**src/rtl/clkroute_pkg.sv**
```systemverilog
package clkroute_pkg;

    localparam int WORD_W      = 16;
    localparam int CH_W        = 6;
    localparam int GEN_FIELD_W = 4;
    localparam int GEN_W       = 3;
    localparam int CH_COUNT    = 28;
    localparam int GEN_COUNT   = 8;
    localparam int WDT_CH      = 1;
    localparam int RTC_CH      = 2;
    localparam int WDT_GEN     = 2;

    typedef enum logic [1:0] {
        CH_PLAIN = 2'd0,
        CH_RTC   = 2'd1,
        CH_WDT   = 2'd2
    } ch_kind_e;

    typedef struct packed {
        logic             lock;
        logic             en;
        logic [GEN_W-1:0] gen;
    } route_t;

    typedef struct packed {
        logic                   lock;
        logic                   en;
        logic [1:0]             pad_hi;
        logic [GEN_FIELD_W-1:0] gen;
        logic [1:0]             pad_lo;
        logic [CH_W-1:0]        ch;
    } ctrl_word_t;

    function automatic ch_kind_e kind_of(input int ch);
        if (ch == WDT_CH) return CH_WDT;
        if (ch == RTC_CH) return CH_RTC;
        return CH_PLAIN;
    endfunction

    function automatic ctrl_word_t to_ctrl(input logic [WORD_W-1:0] w);
        return ctrl_word_t'(w);
    endfunction

    function automatic logic [WORD_W-1:0] from_route(input route_t r,
                                                     input logic [CH_W-1:0] ch,
                                                     input logic valid);
        ctrl_word_t cw;
        cw        = '0;
        cw.ch     = ch;
        if (valid) begin
            cw.lock = r.lock;
            cw.en   = r.en;
            cw.gen  = {1'b0, r.gen};
        end
        return cw;
    endfunction

endpackage

```
**src/rtl/clkroute_wdec.sv**
```systemverilog
module clkroute_wdec
    import clkroute_pkg::*;
#(
    parameter int NUM_CH   = CH_COUNT,
    parameter int NUM_GENS = GEN_COUNT
) (
    input  logic                wr_en,
    input  logic [WORD_W-1:0]   wdata,
    input  route_t              tgt,
    input  logic [NUM_GENS-1:0] gen_lock,
    output logic                wr_ok,
    output logic [NUM_CH-1:0]   wr_sel,
    output route_t              wr_route,
    output logic [NUM_GENS-1:0] lock_set
);
    localparam logic [CH_W-1:0]        CH_LIMIT  = CH_W'(NUM_CH);
    localparam logic [GEN_FIELD_W-1:0] GEN_LIMIT = GEN_FIELD_W'(NUM_GENS);

    ctrl_word_t cw;
    logic       ch_ok;
    logic       gen_ok;
    logic       tgt_frozen;

    always_comb begin
        cw         = to_ctrl(wdata);
        ch_ok      = cw.ch < CH_LIMIT;
        gen_ok     = cw.gen < GEN_LIMIT;
        tgt_frozen = tgt.lock | gen_lock[tgt.gen];
        wr_ok      = wr_en & ch_ok & gen_ok & ~tgt_frozen;
        wr_route.lock = cw.lock;
        wr_route.en   = cw.en;
        wr_route.gen  = cw.gen[GEN_W-1:0];
    end

    for (genvar i = 0; i < NUM_CH; i++) begin : g_sel
        assign wr_sel[i] = wr_ok & (cw.ch == CH_W'(i));
    end

    for (genvar g = 0; g < NUM_GENS; g++) begin : g_lset
        if (g == 0) begin : g_zero
            assign lock_set[g] = 1'b0;
        end else begin : g_other
            assign lock_set[g] = wr_ok & cw.lock & (cw.gen == GEN_FIELD_W'(g));
        end
    end

endmodule

```
**src/rtl/clkroute_entry.sv**
```systemverilog
module clkroute_entry
    import clkroute_pkg::*;
#(
    parameter ch_kind_e KIND = CH_PLAIN
) (
    input  logic   clk,
    input  logic   por_rst,
    input  logic   usr_rst,
    input  logic   nv_en,
    input  logic   nv_lock,
    input  logic   wr_sel,
    input  route_t wr_route,
    output route_t route_q
);
    localparam logic [GEN_W-1:0] WDT_GEN_V = GEN_W'(WDT_GEN);

    route_t por_val;
    route_t usr_val;

    always_comb begin
        por_val = '0;
        usr_val = route_q;
        case (KIND)
            CH_WDT: begin
                por_val = '{lock: nv_lock, en: nv_en, gen: WDT_GEN_V};
                if (!route_q.lock) usr_val = '{lock: 1'b0, en: nv_en, gen: WDT_GEN_V};
            end
            CH_RTC: begin
                if (!route_q.lock && !route_q.en) usr_val = '0;
            end
            default: begin
                if (!route_q.lock) usr_val = '0;
            end
        endcase
    end

    always_ff @(posedge clk) begin
        if (por_rst)      route_q <= por_val;
        else if (usr_rst) route_q <= usr_val;
        else if (wr_sel)  route_q <= wr_route;
    end

    assert_lock_sticky_R7: assert property (@(posedge clk) disable iff (por_rst)
        route_q.lock |=> route_q.lock);

    assert_locked_frozen_R5: assert property (@(posedge clk) disable iff (por_rst)
        route_q.lock |=> $stable(route_q));

    if (KIND == CH_RTC) begin : g_rtc_chk
        assert_rtc_keep_R9: assert property (@(posedge clk) disable iff (por_rst)
            (usr_rst && route_q.en) |=> $stable(route_q));
    end else if (KIND == CH_WDT) begin : g_wdt_chk
        assert_wdt_reload_R10: assert property (@(posedge clk) disable iff (por_rst)
            (usr_rst && !route_q.lock) |=>
            (route_q.gen == WDT_GEN_V && route_q.en == $past(nv_en) && !route_q.lock));
    end else begin : g_plain_chk
        assert_plain_clear_R8: assert property (@(posedge clk) disable iff (por_rst)
            (usr_rst && !route_q.lock) |=> (route_q == '0));
    end

endmodule

```
**src/rtl/clkroute_glock.sv**
```systemverilog
module clkroute_glock
    import clkroute_pkg::*;
#(
    parameter int NUM_GENS = GEN_COUNT
) (
    input  logic                clk,
    input  logic                por_rst,
    input  logic                nv_lock,
    input  logic [NUM_GENS-1:0] lock_set,
    output logic [NUM_GENS-1:0] gen_lock
);
    logic [NUM_GENS-1:0] por_val;

    always_comb begin
        por_val          = '0;
        por_val[WDT_GEN] = nv_lock;
    end

    always_ff @(posedge clk) begin
        if (por_rst) gen_lock <= por_val;
        else         gen_lock <= gen_lock | (lock_set & ~NUM_GENS'(1));
    end

    assert_gen0_free_R4: assert property (@(posedge clk) disable iff (por_rst)
        !gen_lock[0]);

    assert_glock_sticky_R7: assert property (@(posedge clk) disable iff (por_rst)
        1'b1 |=> ((gen_lock & $past(gen_lock)) == $past(gen_lock)));

endmodule

```
**src/rtl/clkroute_regfile.sv**
```systemverilog
module clkroute_regfile
    import clkroute_pkg::*;
#(
    parameter int NUM_CH   = CH_COUNT,
    parameter int NUM_GENS = GEN_COUNT
) (
    input  logic                      clk,
    input  logic                      por_rst,
    input  logic                      usr_rst,
    input  logic                      nv_wdt_en,
    input  logic                      nv_wdt_lock,
    input  logic                      wr_en,
    input  logic                      rd_en,
    input  logic [WORD_W-1:0]         wdata,
    output logic [WORD_W-1:0]         rdata,
    output logic [NUM_CH*GEN_W-1:0]   gen_sel,
    output logic [NUM_CH-1:0]         clk_en,
    output logic [NUM_GENS-1:0]       gen_lock
);
    localparam logic [CH_W-1:0] CH_LIMIT = CH_W'(NUM_CH);

    route_t              ent_q [NUM_CH];
    route_t              wr_tgt;
    route_t              rd_src;
    route_t              wr_route;
    logic [NUM_CH-1:0]   wr_sel;
    logic [NUM_GENS-1:0] lock_set;
    logic                wr_ok;
    logic [CH_W-1:0]     wr_ch;
    logic [CH_W-1:0]     cur_ch;

    always_comb begin
        wr_ch  = to_ctrl(wdata).ch;
        wr_tgt = '0;
        rd_src = '0;
        for (int i = 0; i < NUM_CH; i++) begin
            if (wr_ch == CH_W'(i))  wr_tgt = ent_q[i];
            if (cur_ch == CH_W'(i)) rd_src = ent_q[i];
        end
    end

    clkroute_wdec #(.NUM_CH(NUM_CH), .NUM_GENS(NUM_GENS)) u_wdec (
        .wr_en    (wr_en & ~usr_rst & ~por_rst),
        .wdata    (wdata),
        .tgt      (wr_tgt),
        .gen_lock (gen_lock),
        .wr_ok    (wr_ok),
        .wr_sel   (wr_sel),
        .wr_route (wr_route),
        .lock_set (lock_set)
    );

    for (genvar i = 0; i < NUM_CH; i++) begin : g_ch
        clkroute_entry #(.KIND(kind_of(i))) u_entry (
            .clk      (clk),
            .por_rst  (por_rst),
            .usr_rst  (usr_rst),
            .nv_en    (nv_wdt_en),
            .nv_lock  (nv_wdt_lock),
            .wr_sel   (wr_sel[i]),
            .wr_route (wr_route),
            .route_q  (ent_q[i])
        );
        assign gen_sel[i*GEN_W +: GEN_W] = ent_q[i].gen;
        assign clk_en[i]                 = ent_q[i].en;

        assert_lock_covers_gen_R4: assert property (@(posedge clk) disable iff (por_rst)
            (ent_q[i].lock && ent_q[i].gen != '0) |-> gen_lock[ent_q[i].gen]);
    end

    clkroute_glock #(.NUM_GENS(NUM_GENS)) u_glock (
        .clk      (clk),
        .por_rst  (por_rst),
        .nv_lock  (nv_wdt_lock),
        .lock_set (lock_set),
        .gen_lock (gen_lock)
    );

    always_ff @(posedge clk) begin
        if (por_rst || usr_rst) begin
            cur_ch <= '0;
            rdata  <= '0;
        end else begin
            if (wr_en) cur_ch <= wr_ch;
            if (rd_en) rdata  <= from_route(rd_src, cur_ch, cur_ch < CH_LIMIT);
        end
    end

    assert_rdata_hold_R1: assert property (@(posedge clk) disable iff (por_rst || usr_rst)
        !rd_en |=> $stable(rdata));

    assert_usr_blocks_write_R12: assert property (@(posedge clk) disable iff (por_rst)
        usr_rst |=> (cur_ch == '0 && rdata == '0));

    assert_no_accept_reserved_R3: assert property (@(posedge clk) disable iff (por_rst)
        (wr_en && wr_ch >= CH_LIMIT) |-> !wr_ok);

endmodule

```
**config.mk**
```make
export PLATFORM = sky130hd
export DESIGN_NAME = clkroute_regfile
export DESIGN_NICKNAME = d
export VERILOG_FILES = /design/src/rtl/clkroute_pkg.sv /design/src/rtl/clkroute_wdec.sv /design/src/rtl/clkroute_entry.sv /design/src/rtl/clkroute_glock.sv /design/src/rtl/clkroute_regfile.sv
export SDC_FILE = /design/constraint.sdc
export NUM_CORES = 1
export LEC_CHECK = 0
export BUFFER_PORTS_ARGS = -buffer_cell sky130_fd_sc_hd__buf_4
export CAP_MARGIN = 20
export CORE_MARGIN = 10
export CORE_UTILIZATION = 45
export DETAILED_ROUTE_END_ITERATION = 16
export GPL_TIMING_DRIVEN = 1
export PLACE_DENSITY = 0.75
export SLEW_MARGIN = 5
export SYNTH_ARGS = -nofsm -noshare
export SYNTH_HDL_FRONTEND = slang
export SYNTH_SLANG_ARGS = --single-unit
```
**constraint.sdc**
```tcl
create_clock -name clk -period 4 [get_ports clk]
set_input_delay 0.8 -clock clk [delete_from_list [all_inputs] [get_ports clk]]
set_output_delay 0.8 -clock clk [all_outputs]
set_load 0.02 [all_outputs]
```
**Yosys cells after proc, flatten, opt, wreduce, memory -nomap -nowiden**

Index checks and enable logic that the tools add are counted.
W data, S select, Z words.

- Flip-flop bits (word level): 166
- Bits in latches: 0
- Memory bits (writable): 0
- ROM bits: 0
- Output and inout bits: 136
- Memories: 0

- Add/sub/neg operators: 0
- $mul: 0
- Divide/modulo/power cells: 0
- Magnitude comparators: 4
- Equality and inequality tests: 90
- Shift-type cells: 0
- Muxes and demuxes: 146
- Bitwise logic cells: 46
- Reduce and logical (&&, ||, !) cells: 64

Operators with widths:

| operator | number |
|---|---|
| $mux W5 | 141 |
| $eq A6 B5 Y1 const B | 24 |
| $eq A6 B4 Y1 const B | 16 |
| $reduce_and A2 Y1 | 29 |
| $reduce_bool A2 Y1 | 28 |
| $ne A2 B2 Y1 const B | 27 |
| $eq A6 B3 Y1 const B | 8 |
| $and A1 B1 Y1 | 41 |
| $eq A6 B2 Y1 const B | 4 |
| $eq A4 B3 Y1 const B | 4 |
| $eq A6 B1 Y1 const B | 2 |
| $logic_not A6 Y1 | 2 |
| $lt A6 B5 Y1 const B | 2 |
| $eq A4 B2 Y1 const B | 2 |
| $or A8 B8 Y8 | 1 |
| $mux W3 | 2 |
| $eq A4 B1 Y1 const B | 1 |
| $lt A3 B4 Y1 const B | 1 |
| $lt A4 B4 Y1 const B | 1 |
| $bmux W1 S3 | 1 |
| $ne A3 B3 Y1 const B | 1 |
| $not A1 Y1 | 3 |
| $reduce_bool A3 Y1 | 1 |
| $logic_not A1 Y1 | 2 |
| other kinds (6) | 6 |

**Depth between registers and ports, before layout**

- Depth in word-level cells: 38
- Mapped depth: 15

**Modules after synthesis**

Synthesis repeated with hierarchy kept, for this count alone.

- Cells, all modules: 1397
- Area total of the unflattened synthesis: 11553.6 um^2

By module, submodules not included:

| module | times used | cells each | area each (um^2) |
|---|---|---|---|
| clkroute_entry at g_ch[0].u_entry ... | 26 | 23 | 227.7 |
| clkroute_regfile | 1 | 651 | 4441.8 |
| clkroute_wdec | 1 | 84 | 565.5 |
| clkroute_entry at g_ch[1].u_entry | 1 | 23 | 224.0 |
| clkroute_glock | 1 | 25 | 214.0 |
| clkroute_entry at g_ch[2].u_entry | 1 | 16 | 187.7 |

**Least setup slack after synthesis**

Ideal clock, no wire load.

- Kind: in2reg
- Start point: in wdata[2]
- End point: reg g_ch[14].u_entry.route_q[3] (netlist bit)
- Setup time: 0.117 ns
- Arrival time: 3.550 ns
- Required time: 3.883 ns
- Slack: 0.333 ns
- Stages on the path: 13
- Path buffers: 3
- Cell sequence: buf_2 -> clkbuf_1 -> and3b_1 -> o211ai_1 -> o2111ai_1 -> nor4_1 -> nor3_1 -> nor4_2 -> o211ai_4 -> buf_4 -> a211oi_4 -> o21ai_2 -> a22o_1

- Cells in the longest elaborated chain, start to end: 37
- Elaborated cells on any way between the ends: 67
- Those cells by class: order compare: 1; eq/ne: 27; mux: 30; bitwise: 6; reduce/logical: 3

Ends and longest elaborated chain:

| element | RTL line | RTL |
|---|---|---|
| start: declaration | clkroute_regfile.sv:14 | `input logic [WORD_W-1:0] wdata,` |
| $logic_not A6 Y1 | clkroute_regfile.sv:37 | `if (wr_ch == CH_W'(i)) wr_tgt = ent_q[i];` |
| $mux W5 (28 in a row) | clkroute_regfile.sv:37 |  |
| $bmux W1 S3 | clkroute_wdec.sv:28 | `tgt_frozen = tgt.lock \| gen_lock[tgt.gen];` |
| $mux W1 (implied by the code) | clkroute_wdec.sv:28 |  |
| $or A1 B1 Y1 | clkroute_wdec.sv:28 |  |
| $not A1 Y1 | clkroute_wdec.sv:29 | `wr_ok = wr_en & ch_ok & gen_ok & ~tgt_frozen;` |
| $and A1 B1 Y1 | clkroute_wdec.sv:29 |  |
| $and A1 B1 Y1 (*) | clkroute_wdec.sv:36 | `assign wr_sel[i] = wr_ok & (cw.ch == CH_W'(i));` |
| $reduce_bool A2 Y1 (no line) (*) | -- |  |
| $reduce_and A2 Y1 (no line) (*) | -- |  |
| end signal: assignment | clkroute_entry.sv:38 | `if (por_rst) route_q <= por_val;` |
| end signal: assignment | clkroute_entry.sv:39 | `else if (usr_rst) route_q <= usr_val;` |
| end signal: assignment | clkroute_entry.sv:40 | `else if (wr_sel) route_q <= wr_route;` |
| end: declaration | clkroute_entry.sv:13 | `output route_t route_q` |

Mark *: on every way between the ends. The rest lies on a longest branch, timed or not. The select of a mux whose other input is x is not followed.
A chain may end at the register's enable or synchronous reset.

**Final worst setup path**

- Start point: in wdata[5]
- End point: reg g_ch[23].u_entry.route_q[3] (netlist bit)

- Cells in the longest elaborated chain, start to end: 37
- Elaborated cells on any way between the ends: 67
- Those cells by class: order compare: 1; eq/ne: 27; mux: 30; bitwise: 6; reduce/logical: 3

Ends and longest elaborated chain:

| element | RTL line |
|---|---|
| $logic_not A6 Y1 | clkroute_regfile.sv:37 |
| $mux W5 (28 in a row) | clkroute_regfile.sv:37 |
| $bmux W1 S3 | clkroute_wdec.sv:28 |
| $mux W1 (implied by the code) | clkroute_wdec.sv:28 |
| $or A1 B1 Y1 | clkroute_wdec.sv:28 |
| $not A1 Y1 | clkroute_wdec.sv:29 |
| $and A1 B1 Y1 | clkroute_wdec.sv:29 |
| $and A1 B1 Y1 (*) | clkroute_wdec.sv:36 |
| $reduce_bool A2 Y1 (no line) (*) | -- |
| $reduce_and A2 Y1 (no line) (*) | -- |
| end signal: assignment | clkroute_entry.sv:38 |
| end signal: assignment | clkroute_entry.sv:39 |
| end signal: assignment | clkroute_entry.sv:40 |
| end: declaration | clkroute_entry.sv:13 |

Marks and branches as above.

==> results_dict.tcl <==
set metrics [dict create \
    status "completed" \
    drt_iter0_drc 1304 \
    hp-start "u_glock.gen_lock[4]" \
    vias 10455 \
    hold_viol 0 \
    switchingPower_uw 1030 \
    p_sw_share_pct 27.2 \
    ir_drop_mv 0.259 \
    port_buffers 148 \
    synth.distinct_cells 84 \
    skew_ns 0.0110 \
    yosys_warnings 0 \
    whs_path_depth 2 \
    setup_violations 0 \
    rrSetupSlack_ns 0.60 \
    dp.cells 1577 \
    fmax_mhz 259 \
    crit_required_ns 4.31 \
    drive_above_1_share_pct 31.1 \
    p_int_uw 2760 \
    start_util_pct 45.7 \
    pwr_density_cell_mw_per_mm2 306 \
    grt_start_max_net_pins 39 \
    antenna-diode-count 0 \
    dp_hpwl_um 31100 \
    synth_top_cell_by_area "dfxtp_1" \
    hold-worst-slack_ns 0.492 \
    fillers 2095 \
    clkSinkCount 164 \
    post-synth-top-count-cell "dfxtp_1" \
    worstMarginPinSlew_ns 1.09 \
    timing.critical_path.from_type "input port" \
    drc_errors 0 \
    vias_per_cell 6.49 \
    place_ws_ns -0.210 \
    cts_max_level 4 \
    worstSkewPairLatency_ns 0.44 \
    finalWirelength_um 41300 \
    whs_endpoint "u_glock.gen_lock[4]" \
    synthFlopType "dfxtp_1" \
    cp_cell_sequence "buf_4 -> buf_4 -> nand4bb_1 -> buf_4 -> a21oi_1 -> or4_1 -> a211oi_1 -> buf_4 -> a21o_1 -> mux2i_1 -> o211ai_4 -> and2_1 -> buf_4 -> o311ai_0 -> a21oi_1" \
    crit_path_max_fanout 14 \
    stdcell_count 1612 \
    wl_per_cell_um 25.6 \
    slew_viol_final 0 \
    place_congestion 1.01 \
    synth_common_cells "dfxtp_1 (162), buf_4 (123), nand2_1 (116)" \
    grt_usage_pct 27.6 \
    hold_path.class "reg -> reg" \
    critPathKind "in -> reg" \
    grt-ovfl-total 0 \
    reg2reg_depth 14 \
    tritoncts "done" \
    syn_inst 1201 \
    cts_hold_buf 0 \
    die_area_mm2 0.0294 \
    min_period_ns 3.86 \
    ys_top_cells_by_area "dfxtp_1 (31%), buf_4 (8.9%), a22o_1 (7.0%), nand2_1 (4.2%), a211oi_4 (3.7%)" \
    p_seq_share_pct 43.7 \
    nets 1337 \
    worst_path_max_delay_cell "or4_1" \
    io_pins 159 \
    worstReg2RegEnd "g_ch[1].u_entry.route_q[1]" \
    area_growth_pct 19.8 \
    syn_avg_cell_area_um2 8.61 \
    final_area_mm2 0.0124 \
    ctsResizeCount 0 \
    cts_setup_buffers 0 \
    yosys.area.top_type_share_pct 31.4 \
    setup_ws_ns 0.137 \
    first_pass_iters 6 \
    endpoint_kind "flop" \
    core_area_mm2 0.0226 \
    timing.final.crit_share_pct 96.6 \
    die-width_um 172 \
    syn-cell-area_mm2 0.0103 \
    cp.arrival_ns 4.17 \
    placed_cell_area_mm2 0.0118 \
    cts_buffers 17 \
    drtAntennaViolNets 0 \
    synth-edff-count 2 \
    synth.yosys.seq_area_share_pct 32.0 \
    clk_pin_slew_ns 0.07 \
    core.rowCount 55 \
    leakagePower_uw 0.00488 \
    ctsRootBufferMaster "clkbuf_16" \
    cts_buffer_depth 2 \
    grt_pass1_wl_um 62100 \
    synthArstFlopShare_pct 0 \
    p_clk_share_pct 44.7 \
    die_h_um 172 \
    p_total_uw 3790 \
    slew_headroom_pct 27.1 \
    combPwrFrac_pct 11.6 \
    slowest_delay_ns 0.57 \
    maxCapViolCount 0 \
    ys_ff_latch 164 \
    grt_pass1_vias 9924 \
    antenna_found_initial 0 \
    crit_top_cell "buf_4" \
    r2r_start "g_ch[1].u_entry.route_q[4]" \
]
final cells by class:
type                       instances  area [um2]  area share (%)
inverter                          22        82.6           0.667
timing repair buffer             299        2360            19.0
tap                              285         357            2.88
clock buffer                      19         453            3.66
clock inverter                    13         146            1.18
multi-input combinational        810        5690            45.9
sequential                       164        3310            26.7
placed cells by master (no fill, tap or decap), types with 11 or more instances in the layout:
cell	synthesis	routed
buf_4	123	290
dfxtp_1	162	160
nand2_1	116	116
a22o_1	83	83
nor2_1	77	77
o21ai_0	61	61
nand3_1	45	45
a21oi_1	43	42
mux2i_1	30	30
o22ai_1	22	22
inv_1	21	21
a21o_1	19	19
a211oi_4	19	19
o21ai_2	19	19
clkbuf_16	0	17
nor2b_1	14	14
nor3_1	14	14
a32oi_1	13	13
nand2b_1	11	11
a31oi_1	11	11
a211oi_1	11	11
worst max-delay path: cells and delay by family:
kind	cells	cell delay [ns]
simple gates	3	0.93
compound gates	6	1.18
mux	1	0.31
buf+inv	5	0.95
sequential cells by signal, indices dropped and copies added (netlist names):
signal,flops
g_ch.u_entry.route_q,140
rdata,11
u_glock.gen_lock,7
cur_ch,6
power groups by stage:
stage	sequential, uW	combinational [uW]	clock (uW)
floorplan	1690	256	0
global placement	1690	421	0
detailed placement	1690	424	0
CTS	1650	426	1700
global route	1650	459	1760
finish	1650	439	1690
kinds of logic (layout without fill, tap and decap cells):
logic type | count (synthesis) | in the layout | synth area share, %
buffers and inverters | 232 | 353 | 13.6
DFF | 164 | 164 | 32.0
other | 1 | 6 | 0.0363
AOI/OAI and AO/OA | 402 | 402 | 31.5
muxes | 44 | 44 | 5.08
and+or+nand+nor | 358 | 358 | 17.8
per-layer routing:
metal  wire (um)  global-route usage, %  vias to the layer above  share of wire, %
met4        1310                   11.2                        0               3.2
met1       17400                   37.7                     5028                42
met3        4700                   6.74                      104                11
li1            -                      -                     4608                 -
met5           0                      0                        -                 0
met2       17900                   40.7                      715                43
how the worst max path moves through the flow:
stage | start | to | slack (ns) | cells past startpoint
floorplan | wdata[2] | g_ch[14].u_entry.route_q[3] | 0.33 | 13
global placement | wdata[5] | g_ch[12].u_entry.route_q[1] | -0.17 | 16
detailed placement | wdata[5] | g_ch[12].u_entry.route_q[1] | -0.21 | 16
CTS | wdata[5] | g_ch[12].u_entry.route_q[1] | 0.21 | 16
global route | wdata[5] | g_ch[2].u_entry.route_q[2] | -0.002 | 15
finish | wdata[5] | g_ch[23].u_entry.route_q[3] | 0.14 | 15
through the flow:
stage | util (%) | setup TNS [ns]
2_1_floorplan | - | 0
3_5_place_dp | 52.0 | -14.27
3_3_place_gp | 52.0 | -12.17
6_report | 54.7 | 0
4_1_cts | 54.6 | 0
5_1_grt | 54.7 | -0.00238
Note: power is estimated with default switching activity, not from simulation.
